<file path="src/rtl/seg_addr_pkg.sv">
package seg_addr_pkg;

    localparam int SEG_W  = 16;
    localparam int OFF_W  = 16;
    localparam int SHIFT  = 4;
    localparam int ADDR_W = SEG_W + SHIFT;
    localparam int HI_W   = ADDR_W - SHIFT;
    localparam int LEN_W  = 4;

    typedef logic [SEG_W-1:0]  seg_t;
    typedef logic [OFF_W-1:0]  off_t;
    typedef logic [ADDR_W-1:0] paddr_t;
    typedef logic [LEN_W-1:0]  len_t;

    typedef struct packed {
        seg_t cs;
        off_t ip;
    } cs_ip_t;

    typedef enum logic [1:0] {
        UPD_HOLD = 2'd0,
        UPD_STEP = 2'd1,
        UPD_NEAR = 2'd2,
        UPD_FAR  = 2'd3
    } upd_e;

    function automatic upd_e pick_update(input logic far_q, input logic near_q,
                                         input logic step_q);
        if (far_q)       return UPD_FAR;
        else if (near_q) return UPD_NEAR;
        else if (step_q) return UPD_STEP;
        else             return UPD_HOLD;
    endfunction

endpackage

</file>
<file path="src/rtl/seg_translate.sv">
module seg_translate
    import seg_addr_pkg::*;
(
    input  seg_t   seg_i,
    input  off_t   off_i,
    output paddr_t addr_o
);
    logic [HI_W-1:0] upper_sum;

    always_comb begin
        upper_sum = seg_i + HI_W'(off_i[OFF_W-1:SHIFT]);
        addr_o    = {upper_sum, off_i[SHIFT-1:0]};
    end

    always_comb begin
        assert_low_nibble_R2: assert (addr_o[SHIFT-1:0] === off_i[SHIFT-1:0] || $isunknown(off_i))
            else $error("low nibble not passed through");
    end
endmodule

</file>
<file path="src/rtl/seg_pc_regs.sv">
module seg_pc_regs
    import seg_addr_pkg::*;
#(
    parameter seg_t RESET_CS = 16'hFFFF,
    parameter off_t RESET_IP = 16'h0000
) (
    input  logic   clk,
    input  logic   rst,
    input  logic   far_jmp,
    input  seg_t   far_seg,
    input  off_t   far_off,
    input  logic   near_jmp,
    input  off_t   near_off,
    input  logic   adv,
    input  len_t   adv_len,
    output cs_ip_t state_o
);
    cs_ip_t state_q, state_d;
    upd_e   sel;

    always_comb begin
        sel     = pick_update(far_jmp, near_jmp, adv);
        state_d = state_q;
        unique case (sel)
            UPD_FAR:  begin state_d.cs = far_seg; state_d.ip = far_off; end
            UPD_NEAR: state_d.ip = near_off;
            UPD_STEP: state_d.ip = state_q.ip + OFF_W'(adv_len);
            default:  ;
        endcase
    end

    always_ff @(posedge clk) begin
        if (rst) begin
            state_q.cs <= RESET_CS;
            state_q.ip <= RESET_IP;
        end else begin
            state_q <= state_d;
        end
    end

    assign state_o = state_q;

    assert_far_load_R5: assert property (@(posedge clk) disable iff (rst)
        far_jmp |=> (state_q.cs == $past(far_seg) && state_q.ip == $past(far_off)));

    assert_near_keep_cs_R6: assert property (@(posedge clk) disable iff (rst)
        (near_jmp && !far_jmp) |=> ($stable(state_q.cs) && state_q.ip == $past(near_off)));

    assert_step_wrap_R7: assert property (@(posedge clk) disable iff (rst)
        (adv && !near_jmp && !far_jmp) |=>
            ($stable(state_q.cs) && state_q.ip == OFF_W'($past(state_q.ip) + $past(adv_len))));

    assert_idle_hold_R10: assert property (@(posedge clk) disable iff (rst)
        (!adv && !near_jmp && !far_jmp) |=> ($stable(state_q.cs) && $stable(state_q.ip)));
endmodule

</file>
<file path="src/rtl/seg_addr_gen.sv">
module seg_addr_gen
    import seg_addr_pkg::*;
#(
    parameter logic [15:0] RESET_CS = 16'hFFFF,
    parameter logic [15:0] RESET_IP = 16'h0000
) (
    input  logic              clk,
    input  logic              rst,
    input  logic              far_jmp,
    input  logic [SEG_W-1:0]  far_seg,
    input  logic [OFF_W-1:0]  far_off,
    input  logic              near_jmp,
    input  logic [OFF_W-1:0]  near_off,
    input  logic              adv,
    input  logic [LEN_W-1:0]  adv_len,
    input  logic [SEG_W-1:0]  data_seg,
    input  logic [OFF_W-1:0]  data_off,
    output logic [SEG_W-1:0]  cs_out,
    output logic [OFF_W-1:0]  ip_out,
    output logic [ADDR_W-1:0] fetch_addr,
    output logic [ADDR_W-1:0] data_addr
);
    cs_ip_t pc;

    seg_pc_regs #(.RESET_CS(RESET_CS), .RESET_IP(RESET_IP)) u_regs (
        .clk      (clk),
        .rst      (rst),
        .far_jmp  (far_jmp),
        .far_seg  (far_seg),
        .far_off  (far_off),
        .near_jmp (near_jmp),
        .near_off (near_off),
        .adv      (adv),
        .adv_len  (adv_len),
        .state_o  (pc)
    );

    seg_translate u_fetch_xlat (
        .seg_i  (pc.cs),
        .off_i  (pc.ip),
        .addr_o (fetch_addr)
    );

    seg_translate u_data_xlat (
        .seg_i  (data_seg),
        .off_i  (data_off),
        .addr_o (data_addr)
    );

    assign cs_out = pc.cs;
    assign ip_out = pc.ip;

    assert_far_fetch_R9: assert property (@(posedge clk) disable iff (rst)
        far_jmp |=> (fetch_addr[SHIFT-1:0] == $past(far_off[SHIFT-1:0])));
endmodule

</file>
<file path="config.mk">
export PLATFORM = sky130hd
export DESIGN_NAME = seg_addr_gen
export DESIGN_NICKNAME = d
export VERILOG_FILES = /design/src/rtl/seg_addr_pkg.sv /design/src/rtl/seg_translate.sv /design/src/rtl/seg_pc_regs.sv /design/src/rtl/seg_addr_gen.sv
export SDC_FILE = /design/constraint.sdc
export NUM_CORES = 1
export LEC_CHECK = 0
export CAP_MARGIN = 20
export CORE_ASPECT_RATIO = 1.4
export CORE_MARGIN = 4
export CORE_UTILIZATION = 30
export CTS_CLUSTER_DIAMETER = 150
export CTS_CLUSTER_SIZE = 24
export DETAILED_ROUTE_END_ITERATION = 12
export SYNTH_ARGS = -nofsm -noshare
export SYNTH_HDL_FRONTEND = slang
export SYNTH_SLANG_ARGS = --single-unit
</file>
<file path="constraint.sdc">
create_clock -name clk -period 4 [get_ports clk]
set_clock_uncertainty 0.15 [all_clocks]
set_input_delay 0.8 -clock clk [delete_from_list [all_inputs] [get_ports clk]]
set_output_delay 0.8 -clock clk [all_outputs]
set_load 0.03 [all_outputs]
</file>
==> run summary <==
In the synthesized netlist, the number of instances is 379. The largest buffer count on any clock path is 2. On the worst path, the slowest cell contributes a delay of 430 ps. TritonCTS built the clock tree.

Setup repair after global routing left no endpoint under its margin. The floorplan step set the die height to 128 um. The maximum number of pins on one net before global-route repair is 19. The portion of the clock cycle consumed by the worst path in the final layout came out at 95.1%. The initial standard-cell utilization of the core came out at 31.0%. The flip-flop count of the largest register, all copies and words added came out at 32.

Summing the sequential cell areas from Yosys gives 20.8% of the chip area. For the worst setup path, the data arrival time is 2850 ps. The number of distinct library cell variants in the gate-level netlist after synthesis is 53.

The synthesized net count is 503. The final-layout fill cell count came out at 974. The summed negative setup slack over all endpoints came out at 0 ps.

The floorplan die area is 12000 sq um. The clock latency on the worst-skew pair is 280 ps. The final antenna diode count came out at 0. Counting both buffers and inverters, the worst setup path holds a total of 2.

The worst path needs 3800 ps of the cycle, external delays included. The minimum setup slack in the final design came out at 196 ps. The worst slew slack as a fraction of its limit is 29.6%.

Clock tree synthesis selected as its root buffer the cell clkbuf_16. VDD sags by at most 0.000197 V. The area share of the leading cell type in the synthesized netlist is 20.8%.

The cell taking the most area after synthesis is dfxtp_1. The detail-routed net length per standard cell is 16.1 um. Net switching is 40.0% of the power. The layout overhead on the synthesized area is 60.0%. The leakage component of the power came out at 2.15 nW.

Summed over all layers, the routed wires come to 10700 um. The mean number of vias per cell is 5.20. The async set or reset register ratio after synthesis came out at 0%. The global-route wire length before repair is 17000 um.

The pre-CTS setup slack is -131 ps. The tightest min-delay check is of the reg2reg type. The worst setup path is captured at a primary output. The clock net in this run drives a total of 32 sinks. The maximum clock rate is 263 MHz.

The layout net count came out at 653. The final core area utilization is 49.6%. The clock buffer count from CTS came out at 5.

The highest net fanout along the worst path came out at 7. The placeable core region came out at 9950 sq um. The maximum level of the CTS H-tree is 2.

At the pin with the least slew margin, the transition time is 1060 ps. For this block, the initial DRC count from the detailed router was 93. The cell type with the highest occurrence count on the critical path is o21ai_0. In the post-synthesis netlist, the cell with the most instances is a21oi_1.

The count of nets left with antenna violations once routing finished came out at 0. The half-perimeter wire length after placement is 8790 um. The overall overflow remaining after global route is 0.

The row count came out at 43. The max-slew violation count came out at 0. The initial antenna violation count came out at 0.

The synthesized area divided by synthesized cell count is 8.13 sq um. Across the run, the number of max-cap violations was 0. The power density normalized to cell area came out at 386 nW/um^2.

Among all stages on the critical path, the largest delay is contributed by ha_1. The combinational cell fraction of total power is 55.5%. The standard cell area after detailed placement is 4710 sq um. The worst hold slack is 355 ps. In the post-synthesis netlist, the biggest area contributors are dfxtp_1 (21%), ha_1 (13%), a21oi_1 (6.0%). The synthesized netlist occupies a cell area of 3080 sq um. The switching power is 762 uW. The category of the most critical setup path is in2out.

The congestion estimate from routability-driven global placement came to 0.848. The final count of hold timing violations is 0. The yosys synthesis warning count is 0. Internal power comes to 1.14 mW. The total via count after detailed routing came out at 3458. The number of ports placed on the die boundary came out at 161.

The horizontal extent of the die is 93.7 um. The flow ran to the end, and the final reports show no timing, DRC or antenna violations. In this run, synthesis produced a sequential element count of 32. The proportion of layout cells with a drive suffix above 1 is 9.25%. Of the total power, the clock network draws 24.7%. On the critical path the largest part of the delay comes from compound AO/OA/AOI/OAI gates. The relative contribution of sequential cells to total power is 19.9%.

Traced cell by cell, the critical path runs through clkdlybuf4s50_1, ha_1, o21ai_0, a21oi_1, o21ai_0, a21oi_2, o2111ai_2, xnor2_1, buf_4. Setup violations remaining at the end of the flow were counted as 0. The post-route standard cell area excluding fillers is 4930 sq um.

The number of global-route vias before repair is 3583. The worst setup path is launched from an input pin. The most used flip-flop cell after synthesis is dfxtp_1. Ranked by instance count, the synthesized netlist is headed by a21oi_1 (37), nand2_1 (36), dfxtp_1 (32), ha_1 (32), xnor2_1 (20). The remaining design rule violation count is 0. The count of port buffers added during placement came out at 152. The global routing usage summed across all routing layers is 17.7%. Counting flops with a built-in enable in the synthesized netlist gives 0. STA puts the critical path data required time at 3050 ps. The detailed-router iteration count before antenna repair came out at 4. After clock tree synthesis, the clock-pin slew on the worst setup and hold paths is 50 ps.
==> per-stage QoR <==
| step | instances | total power, mW |
|---|---|---|
| 2_1_floorplan | 379 | 1.03 |
| 3_3_place_gp | 655 | 1.44 |
| 3_5_place_dp | 655 | 1.45 |
| 4_1_cts | 664 | 1.93 |
| 5_1_grt | 665 | 2.02 |
| 6_report | 665 | 1.91 |
==> routing by layer <==
layer  wire [um]  up-vias  track usage, %
met5           0        -               0
met4         293        0            6.38
met3         851       26            4.17
met2        5370      156            32.1
met1        4180     1572            19.9
li1            -     1704               -
==> worst paths after layout <==
check | from | endpoint | slack, ps | cells past startpoint
max | data_seg[7] | data_addr[19] | 200 | 9
min | u_regs.state_o[16] | u_regs.state_o[16] | 360 | 2
max reg2reg | u_regs.state_o[0] | u_regs.state_o[4] | 1680 | 9
min reg2reg | u_regs.state_o[16] | u_regs.state_o[16] | 360 | 2
==> timing repair <==
action,4_1_cts,5_1_grt
hold buffers,0,0
cloned,0,0
setup endpoints to repair,5,7
gates resized for setup,5,6
setup buffers,1,1
pin swaps,2,10
==> kinds of logic (layout without fill, tap and decap cells) <==
logic type,after synthesis,in the layout,synth area share (%)
adder cells (fa/ha/maj),35,35,14.9
buffers and inverters,38,189,5.72
flip-flops,32,32,20.8
XOR/XNOR,31,31,8.81
AND/OR/NAND/NOR,95,95,15.7
multiplexers,17,17,5.52
AO/OA/AOI/OAI,131,131,28.5
==> tightest hold or removal path, stage by stage (launching register included) <==
cell and delay [ps]:
dfxtp_1 350, mux2i_1 80, nand2_1 60
==> final cells by class <==
cell class	instances	area [sq um]	share of cell area (%)
multi-input combinational	309	2270	46.1
clock inverter	1	30.0	0.609
clock buffer	7	153	3.09
sequential	32	641	13.0
tap	135	169	3.42
inverter	15	56.3	1.14
timing repair buffer	166	1610	32.6
==> placed cells by master (no fill, tap or decap), types with 6 or more instances in the layout <==
cell type / synthesis / final
nor3_1: 7 / 7
o22ai_1: 8 / 8
a21oi_1: 37 / 36
nor2_1: 14 / 14
buf_4: 8 / 26
nand4_1: 9 / 9
nand2_1: 36 / 36
dlymetal6s2s_1: 0 / 6
ha_1: 32 / 31
a221oi_1: 6 / 6
xnor2_1: 20 / 20
a21o_1: 17 / 17
a211oi_1: 7 / 7
clkdlybuf4s50_1: 0 / 132
o21ai_1: 6 / 6
inv_1: 14 / 14
xor2_1: 11 / 11
a21oi_2: 5 / 6
o21ai_0: 14 / 14
mux2i_1: 17 / 17
o211ai_1: 6 / 6
dfxtp_1: 32 / 32
nand3_1: 6 / 6
==> power by group through the flow <==
stage / logic (mW) / clock network, mW / registers (mW)
2_1_floorplan: 0.594 / 0 / 0.439
3_3_place_gp: 1.06 / 0 / 0.385
3_5_place_dp: 1.06 / 0 / 0.386
4_1_cts: 1.06 / 0.483 / 0.380
5_1_grt: 1.13 / 0.497 / 0.385
6_report: 1.06 / 0.470 / 0.378
(Power assumes the default switching activity.)
